[config.mk]
export PLATFORM = sky130hd
export DESIGN_NAME = lc_line_coder
export DESIGN_NICKNAME = d
export VERILOG_FILES = /design/src/rtl/lc_pkg.sv /design/src/rtl/lc_code_decode.sv /design/src/rtl/lc_level_step.sv /design/src/rtl/lc_loop_sel.sv /design/src/rtl/lc_line_coder.sv
export SDC_FILE = /design/constraint.sdc
export NUM_CORES = 1
export LEC_CHECK = 0
export ABC_CLOCK_PERIOD_IN_PS = 3000
export BUFFER_PORTS_ARGS = -buffer_cell sky130_fd_sc_hd__buf_4
export CAP_MARGIN = 20
export CORE_AREA = 2 2 39 41
export DETAILED_ROUTE_END_ITERATION = 16
export DIE_AREA = 0 0 41 43
export GPL_ROUTABILITY_DRIVEN = 1
export PLACE_DENSITY = 0.53
export SLEW_MARGIN = 20
export SYNTH_ARGS = -nofsm -noshare
export SYNTH_HDL_FRONTEND = slang
export SYNTH_HIERARCHICAL = 1
export SYNTH_SLANG_ARGS = --single-unit
[constraint.sdc]
create_clock -name clk -period 3 [get_ports clk]
set_input_delay 0.75 -clock clk [delete_from_list [all_inputs] [get_ports clk]]
set_output_delay 0.75 -clock clk [all_outputs]
set_load 0.02 [all_outputs]
[src/rtl/lc_pkg.sv]
package lc_pkg;
  localparam int SEL_W = 3;

  typedef enum logic [2:0] {
    LM_NRZ,
    LM_NRZI,
    LM_FM,
    LM_MAN,
    LM_DMAN,
    LM_RSV
  } lc_mode_e;
endpackage

[src/rtl/lc_code_decode.sv]
module lc_code_decode
  import lc_pkg::*;
(
  input  logic [SEL_W-1:0] sel,
  output lc_mode_e         mode,
  output logic             rsv
);
  always_comb begin
    case (sel)
      3'b000:  mode = LM_NRZ;
      3'b001:  mode = LM_NRZI;
      3'b010:  mode = LM_FM;
      3'b100:  mode = LM_MAN;
      3'b110:  mode = LM_DMAN;
      default: mode = LM_RSV;
    endcase
    rsv = (mode == LM_RSV);
  end
endmodule

[src/rtl/lc_level_step.sv]
// Next line level for one half of a bit cell. MID picks the half.
module lc_level_step
  import lc_pkg::*;
#(
  parameter bit MID = 1'b0
) (
  input  lc_mode_e mode,
  input  logic     inv,
  input  logic     dbit,
  input  logic     lvl,
  output logic     nxt
);
  generate
    if (MID) begin : g_mid
      always_comb begin
        case (mode)
          LM_NRZ:  nxt = lvl;
          LM_NRZI: nxt = lvl;
          LM_FM:   nxt = (~dbit ^ inv) ? ~lvl : lvl;
          LM_MAN:  nxt = dbit;
          LM_DMAN: nxt = ~lvl;
          default: nxt = 1'b1;
        endcase
      end
    end else begin : g_head
      always_comb begin
        case (mode)
          LM_NRZ:  nxt = dbit;
          LM_NRZI: nxt = (dbit ^ inv) ? ~lvl : lvl;
          LM_FM:   nxt = ~lvl;
          LM_MAN:  nxt = ~dbit;
          LM_DMAN: nxt = dbit ? lvl : ~lvl;
          default: nxt = 1'b1;
        endcase
      end
    end
  endgenerate
endmodule

[src/rtl/lc_loop_sel.sv]
module lc_loop_sel #(
  parameter logic IDLE_LVL = 1'b1
) (
  input  logic clk,
  input  logic rst,
  input  logic loopback,
  input  logic line_nxt,
  input  logic rx_pin,
  output logic rx_q
);
  always_ff @(posedge clk) begin
    if (rst) rx_q <= IDLE_LVL;
    else     rx_q <= loopback ? line_nxt : rx_pin;
  end
endmodule

[src/rtl/lc_line_coder.sv]
module lc_line_coder
  import lc_pkg::*;
#(
  parameter logic IDLE_LVL = 1'b1
) (
  input  logic             clk,
  input  logic             rst,
  input  logic             cell_start,
  input  logic             half_point,
  input  logic             tx_valid,
  input  logic             bit_in,
  input  logic [SEL_W-1:0] code_sel,
  input  logic             invert,
  input  logic             loopback,
  input  logic             rx_pin,
  output logic             tx_line,
  output logic             rx_out,
  output logic             code_err
);
  lc_mode_e mode;
  logic     rsv;
  logic     line_q, line_d;
  logic     bit_q, act_q, err_q;
  logic     head_lvl, mid_lvl;

  lc_code_decode u_dec (
    .sel  (code_sel),
    .mode (mode),
    .rsv  (rsv)
  );

  lc_level_step #(.MID(1'b0)) u_head (
    .mode (mode),
    .inv  (invert),
    .dbit (bit_in),
    .lvl  (line_q),
    .nxt  (head_lvl)
  );

  lc_level_step #(.MID(1'b1)) u_mid (
    .mode (mode),
    .inv  (invert),
    .dbit (bit_q),
    .lvl  (line_q),
    .nxt  (mid_lvl)
  );

  // Cell start outranks mid-cell; a reserved code outranks both.
  always_comb begin
    if (rsv)                      line_d = IDLE_LVL;
    else if (cell_start)          line_d = tx_valid ? head_lvl : IDLE_LVL;
    else if (half_point && act_q) line_d = mid_lvl;
    else                          line_d = line_q;
  end

  always_ff @(posedge clk) begin
    if (rst) begin
      line_q <= IDLE_LVL;
      bit_q  <= 1'b0;
      act_q  <= 1'b0;
      err_q  <= 1'b0;
    end else begin
      line_q <= line_d;
      err_q  <= rsv;
      if (cell_start) begin
        bit_q <= bit_in;
        act_q <= tx_valid & ~rsv;
      end else if (rsv) begin
        act_q <= 1'b0;
      end
    end
  end

  lc_loop_sel #(.IDLE_LVL(IDLE_LVL)) u_loop (
    .clk      (clk),
    .rst      (rst),
    .loopback (loopback),
    .line_nxt (line_d),
    .rx_pin   (rx_pin),
    .rx_q     (rx_out)
  );

  assign tx_line  = line_q;
  assign code_err = err_q;
endmodule

==> flow_metrics.env, run 1 <==
export IMPL_cts_setup_buffers=0
export IMPL_skew_ns=0.00257
export IMPL_nNetsFinal=77
export IMPL_holdPathStages=2
export IMPL_ys_flop_type="dfxtp_1"
export IMPL_slowest_stage="mux2_4"
export IMPL_slew_violations=0
export IMPL_leakage_nw=0.238
export IMPL_track_usage_pct=11.4
export IMPL_ctsHtreeMaxLevel=1
export IMPL_cts_root_buf="clkbuf_4"
export IMPL_die_width_um=41
export IMPL_synth_top_area_share_pct=25.8
export IMPL_regToRegSetupSlack_ns=1.09
export IMPL_hold_viol_final=0
export IMPL_setup_viol=0
export IMPL_cts_buffers=3
export IMPL_first_pass_iters=4
export IMPL_async_flop_share_pct=0
export IMPL_cts_hold_buf=0
export IMPL_grt_pass1_wl_um=1410
export IMPL_path_cells="buf_4 > inv_1 > a21o_2 > mux2_4 > a32o_1 > a211oi_1 > and3b_2 > o31ai_1 > a211o_1"
export IMPL_pre_cts_ws_ns=0.378
export IMPL_syn_num_nets=58
export IMPL_drt_wl_total_um=865
export IMPL_ir_drop_v=0.0000949
export IMPL_layout_drive_gt1_share_pct=32.8
export IMPL_antenna_found_initial=0
export IMPL_setup_tns_ns=0
export IMPL_final_area_um2=539
export IMPL_fin_cells=80
export IMPL_avgRoutedWirePerCell_um=10.8
export IMPL_tightest_slew_ns=0.349
export IMPL_grt_pass1_vias=337
export IMPL_cp_arrival_ns=2.55
export IMPL_area_growth_pct=39.0
export IMPL_dp_cells=76
export IMPL_start_kind="input port"
export IMPL_postRouteAntennaNets=0
export IMPL_gp_congestion=0.655
export IMPL_drc=0
export IMPL_end_kind="register"
export IMPL_use_met1_pct=15.9
export IMPL_synth_edf_count=0
export IMPL_hold_class="register to register"
export IMPL_min_from="bit_q$_SDFFE_PP0P_"
export IMPL_grt_overflow_total=0
export IMPL_cts_resized=0
export IMPL_setup_ws_ns=0.633
export IMPL_top_usage_layer="met2"
export IMPL_grtUsageMet2_pct=15.9
export IMPL_io_buffers=14
export IMPL_ys_top_cells_by_area="dfxtp_1, a211oi_1, mux2i_1"
export IMPL_crit_fanout=7
export IMPL_io_pins=15
export IMPL_die_h_um=43
export IMPL_reg2reg_to="u_loop/rx_q$_SDFF_PP1_"
export IMPL_fmaxAchievable_mhz=422
export IMPL_cpPeakStageDelay_ns=0.31
export IMPL_clock_sinks=5
export IMPL_initial_core_util_pct=28.0
export IMPL_crit_type="input port to register"
export IMPL_r2r_start="tx_line$_SDFF_PP1_"
export IMPL_layout_worst_path_cycle_share_pct=78.9
export IMPL_synthTopCellsByCount="dfxtp_1, nor2_1, inv_1"
export IMPL_rows=14
export IMPL_syn_inst=46
export IMPL_hpwl_um=664
export IMPL_outcome="finished clean"
export IMPL_rsz0062_at_grt="no"
export IMPL_cts_buffer_depth=2
export IMPL_r2r_cells=6
export IMPL_crit_start="code_sel[1]"
export IMPL_worstHoldEndpoint="bit_q$_SDFFE_PP0P_"
export IMPL_clk_pin_slew_worst_paths_ns=0.04
export IMPL_use_met3_pct=0.524
export IMPL_min_period_ns=2.37
export IMPL_crit_required_ns=3.18
export IMPL_yosys_warnings=6
export IMPL_cts_tree="built"
export IMPL_drt_initial_drc_count=2
export IMPL_coreArea_um2=1380
export IMPL_synth_cell_area_um2=388
export IMPL_synth_seq_cells=5
export IMPL_viasPerCell=4.86
export IMPL_postSynthAreaPerCell_um2=8.43
export IMPL_vias=389
export IMPL_diodes=0
export IMPL_hold_ws_ns=0.525
export IMPL_maxSlewHeadroom_pct=76.1
export IMPL_power_density_nw_per_um2=381
export IMPL_grt_max_degree=13
export IMPL_insertion_delay_ns=0.24
export IMPL_place_area_um2=513
export IMPL_synth_largest_area_cell="dfxtp_1"
export IMPL_dieArea_um2=1760
export IMPL_maxCapViolCount=0
export IMPL_yosysUniqueCellTypes=27
export IMPL_yosysSeqAreaShare_pct=25.8
[flip-flops by register name, indices dropped and copies added, names as in the netlist]
| register | cells |
|---|---|
| tx_line | 1 |
| act_q | 1 |
| bit_q | 1 |
| code_err | 1 |
| u_loop/rx_q | 1 |
[critical path: cells and delay by family]
| kind | cells | cell delay [ns] |
|---|---|---|
| AND/OR/NAND/NOR | 1 | 0.24 |
| multiplexers | 1 | 0.31 |
| AO/OA/AOI/OAI | 5 | 1.11 |
| buffers and inverters | 2 | 0.15 |
[logic make-up after synthesis]
logic type      synth area share (%)
xor+xnor                        4.52
compound gates                  28.1
simple gates                    25.8
buf+inv                         3.87
mux                             9.03
fa+ha+maj                       2.90
flops                           25.8
[worst max path at each step]
stage                             endpoint  slack [ns]  cells after the start
global route        u_loop/rx_q$_SDFF_PP1_        0.57                      9
global placement    u_loop/rx_q$_SDFF_PP1_        0.39                      9
floorplan           u_loop/rx_q$_SDFF_PP1_        0.67                      8
detailed placement  u_loop/rx_q$_SDFF_PP1_        0.38                      9
finish              u_loop/rx_q$_SDFF_PP1_        0.63                      9
CTS                 u_loop/rx_q$_SDFF_PP1_        0.63                      9
[report_power, final]
| group | leakage, nW | switching (mW) | internal [mW] |
|---|---|---|---|
| sequential | 0.0412 | 0.00267 | 0.0701 |
| combinational | 0.182 | 0.0249 | 0.0296 |
| clock | 0.0150 | 0.0279 | 0.0503 |
[layout by cell type (no fill, tap or decap), types with 2 or more instances in the layout]
cell	n
inv_1	4
o21ai_0	2
o31ai_1	2
nand2_1	2
clkbuf_4	3
nand3b_1	2
nand2b_1	2
dfxtp_1	5
a211oi_1	3
buf_4	14
mux2i_1	2
nor2_1	5
[per-stage QoR]
| stage | utilization, % | power, mW |
|---|---|---|
| after floorplan | - | 0.105 |
| after global placement | 37.1 | 0.129 |
| after detailed placement | 37.1 | 0.129 |
| final | 39.0 | 0.206 |
| after CTS | 39.0 | 0.211 |
| after global routing | 39.0 | 0.220 |
[final cells by class]
| class | count | area [um^2] |
|---|---|---|
| multi-input combinational | 37 | 273 |
| inverter | 4 | 15.0 |
| sequential | 5 | 100 |
| fill | 149 | 845 |
| tap | 16 | 20.0 |
| clock buffer | 4 | 26.3 |
| timing repair buffer | 14 | 105 |
[per-layer routing]
layer / up-vias / part of all wire, %
met1: 166 / 48
met5: - / 0
met4: 0 / 0
met3: 0 / 7.1
met2: 12 / 45
li1: 211 / -
No activity file was read; power rests on OpenSTA's default activity.
==> run 2, diff against run 1 <==
ABC_AREA = 1   (was not set)
ABC_CLOCK_PERIOD_IN_PS = 2000   (was 3000)
PLACE_DENSITY = 0.63   (was 0.53)
clock period = 2 ns   (was 3 ns; I/O delays follow)
==> run 2 against run 1 <==
- largest power group unchanged
- sequential power is 52% higher
- highest routed layer is now met4
- combinational power is 96% higher
- sequential share of layout area is 2.8 points lower
- clock-buffer cell count stayed put
- register-to-register slack worse by 0.45 ns
- synthesized area is 23% higher
- non-clock buffer count is 1 higher
- final cell count is 56% higher
- flip-flop and latch count stayed put
- synthesized cell count is 96% higher
- critical path depth is 4 higher
==> flow_metrics.env, run 2 <==
export IMPL_outcome="finished clean"
export IMPL_dieArea_um2=1760
export IMPL_grt_pass1_vias=440
export IMPL_clk_pin_slew_worst_paths_ns=0.04
export IMPL_ys_top_cells_by_area="dfxtp_1, nand2_1, inv_1"
export IMPL_fmaxAchievable_mhz=608
export IMPL_tightest_slew_ns=0.286
export IMPL_synthTopCellsByCount="nand2_1, inv_1, nor2_1"
export IMPL_drt_wl_total_um=982
export IMPL_first_pass_iters=5
export IMPL_ir_drop_v=0.000329
export IMPL_regToRegSetupSlack_ns=0.64
export IMPL_grt_overflow_total=0
export IMPL_synth_most_common_cell="nand2_1"
export IMPL_initial_core_util_pct=34.5
export IMPL_crit_fanout=5
export IMPL_synth_top_area_share_pct=20.9
export IMPL_leakage_nw=0.386
export IMPL_slowest_stage="o21ai_1"
export IMPL_yosys_warnings=6
export IMPL_cts_root_buf="clkbuf_4"
export IMPL_grt_pass1_wl_um=1630
export IMPL_min_period_ns=1.64
export IMPL_layout_common_cells="nand2_1, inv_1, buf_4, nor2_1, nand3_1"
export IMPL_nNetsFinal=122
export IMPL_yosysUniqueCellTypes=15
export IMPL_clock_sinks=5
export IMPL_syn_num_nets=102
export IMPL_ys_flop_type="dfxtp_1"
export IMPL_postRouteAntennaNets=0
export IMPL_die_h_um=43
export IMPL_cp_top_family="simple AND/OR/NAND/NOR gates"
export IMPL_start_kind="input port"
export IMPL_cts_buffer_depth=2
export IMPL_r2r_cells=11
export IMPL_maxCapViolCount=0
export IMPL_coreArea_um2=1380
export IMPL_layout_worst_path_cycle_share_pct=82.2
export IMPL_insertion_delay_ns=0.24
export IMPL_syn_inst=90
export IMPL_postSynthAreaPerCell_um2=5.31
export IMPL_crit_type="input port to register"
export IMPL_cts_buffers=3
export IMPL_layout_commonest_cell="nand2_1"
export IMPL_track_usage_pct=14.0
export IMPL_area_growth_pct=33.2
export IMPL_hold_class="input port to register"
export IMPL_cts_hold_buf=0
export IMPL_viasPerCell=4.41
export IMPL_holdPathStages=2
export IMPL_cp_arrival_ns=1.78
export IMPL_power_density_nw_per_um2=528
export IMPL_async_flop_share_pct=0
export IMPL_yosysSeqAreaShare_pct=20.9
export IMPL_synth_seq_cells=5
export IMPL_antenna_found_initial=0
export IMPL_ctsHtreeMaxLevel=1
export IMPL_diodes=0
export IMPL_cts_tree="built"
export IMPL_final_area_um2=637
export IMPL_vias=551
export IMPL_skew_ns=0.00104
export IMPL_synth_cell_area_um2=478
export IMPL_drt_initial_drc_count=18
export IMPL_place_area_um2=611
export IMPL_cts_setup_buffers=0
export IMPL_slew_violations=0
export IMPL_cpPeakStageDelay_ns=0.23
export IMPL_crit_path_frequent_cell="nand2_1"
export IMPL_crit_required_ns=2.13
export IMPL_maxSlewHeadroom_pct=80.9
export IMPL_rsz0062_at_grt="no"
export IMPL_synth_largest_area_cell="dfxtp_1"
export IMPL_io_buffers=14
export IMPL_cts_resized=0
export IMPL_grt_max_degree=10
export IMPL_hpwl_um=821
export IMPL_die_width_um=41
export IMPL_layout_drive_gt1_share_pct=26.6
export IMPL_r2r_start="tx_line$_SDFF_PP1_"
export IMPL_min_from="rst"
export IMPL_path_cells="buf_4 > o21ai_1 > inv_1 > nand3_1 > nor2_1 > nor2_1 > nand3_1 > nand2_1 > inv_2 > nor2_4 > nand2_1 > nand2_1 > nand3_2"
export IMPL_synth_edf_count=0
export IMPL_avgRoutedWirePerCell_um=7.86
export IMPL_reg2reg_to="u_loop/rx_q$_SDFF_PP1_"
export IMPL_hold_viol_final=0
export IMPL_setup_tns_ns=0
export IMPL_gp_congestion=0.767
export IMPL_end_kind="register"
export IMPL_rows=14
export IMPL_setup_viol=0
export IMPL_io_pins=15
export IMPL_worstHoldEndpoint="code_err$_SDFF_PP0_"
export IMPL_drc=0
export IMPL_cp_num_buf_inv=3
## run 2: changes by cell type after synthesis, sizes merged, moves of 3 or more
| cell | delta |
|---|---|
| nand2 | +27 |
| nor2 | +7 |
| o21ai | +5 |
| a211oi | -3 |
| inv | +18 |
| nand3 | +10 |
## run 2: through the flow
step           cells  utilization (%)  hold WS [ns]  power [mW]  setup WS, ns
2_1_floorplan     90                -         0.486       0.180         0.321
3_3_place_gp     121             44.1         0.525       0.219         0.114
3_5_place_dp     121             44.1         0.530       0.221         0.109
4_1_cts          125             46.0         0.432       0.342         0.363
5_1_grt          125             46.0         0.433       0.367         0.217
6_report         125             46.0         0.430       0.336         0.356
## run 2: routing by layer
| metal | share of wire [%] | GRT usage [%] | up-vias |
|---|---|---|---|
| li1 | - | - | 308 |
| met1 | 46 | 15.4 | 221 |
| met2 | 46 | 20.9 | 19 |
| met3 | 5.9 | 3.14 | 3 |
| met4 | 1.6 | 12.0 | 0 |
| met5 | 0 | 0 | - |
## run 2: logic make-up after synthesis
group / Yosys count / share of synthesized area (%)
and+or+nand+nor: 53 / 50.0
buffers and inverters: 22 / 17.3
AOI/OAI and AO/OA: 10 / 11.8
DFF: 5 / 20.9
## run 2: power breakdown
group	internal [mW]	leakage, nW	switching (mW)
clock	0.0755	0.0150	0.0422
sequential	0.106	0.0414	0.00498
combinational	0.0468	0.330	0.0606
## run 2: worst max path at each step
| stage | startpoint | end | slack (ns) | cells past startpoint |
|---|---|---|---|---|
| 2_1_floorplan | code_sel[1] | u_loop/rx_q$_SDFF_PP1_ | 0.32 | 14 |
| 3_3_place_gp | code_sel[2] | u_loop/rx_q$_SDFF_PP1_ | 0.11 | 13 |
| 3_5_place_dp | code_sel[1] | u_loop/rx_q$_SDFF_PP1_ | 0.11 | 13 |
| 4_1_cts | code_sel[1] | u_loop/rx_q$_SDFF_PP1_ | 0.36 | 13 |
| 5_1_grt | code_sel[2] | u_loop/rx_q$_SDFF_PP1_ | 0.22 | 14 |
| 6_report | code_sel[1] | u_loop/rx_q$_SDFF_PP1_ | 0.36 | 13 |
## run 2: worst register-to-register path, cell delays in order, from the launching register on
cell and delay (ns):
dfxtp_1 0.48, nand2_1 0.09, nand2_1 0.06, nor2_1 0.04
nor2_1 0.09, nand3_1 0.08, nand2_1 0.09, inv_2 0.04
nor2_4 0.10, nand2_1 0.06, nand2_1 0.07, nand3_2 0.06
## run 2: final cells by class
class	count	area, um^2
Clock buffer	4	26.3
Fill cell	162	747
Inverter	22	82.6
Multi-Input combinational cell	63	295
Sequential cell	5	100
Tap cell	16	20.0
Timing Repair Buffer	15	113
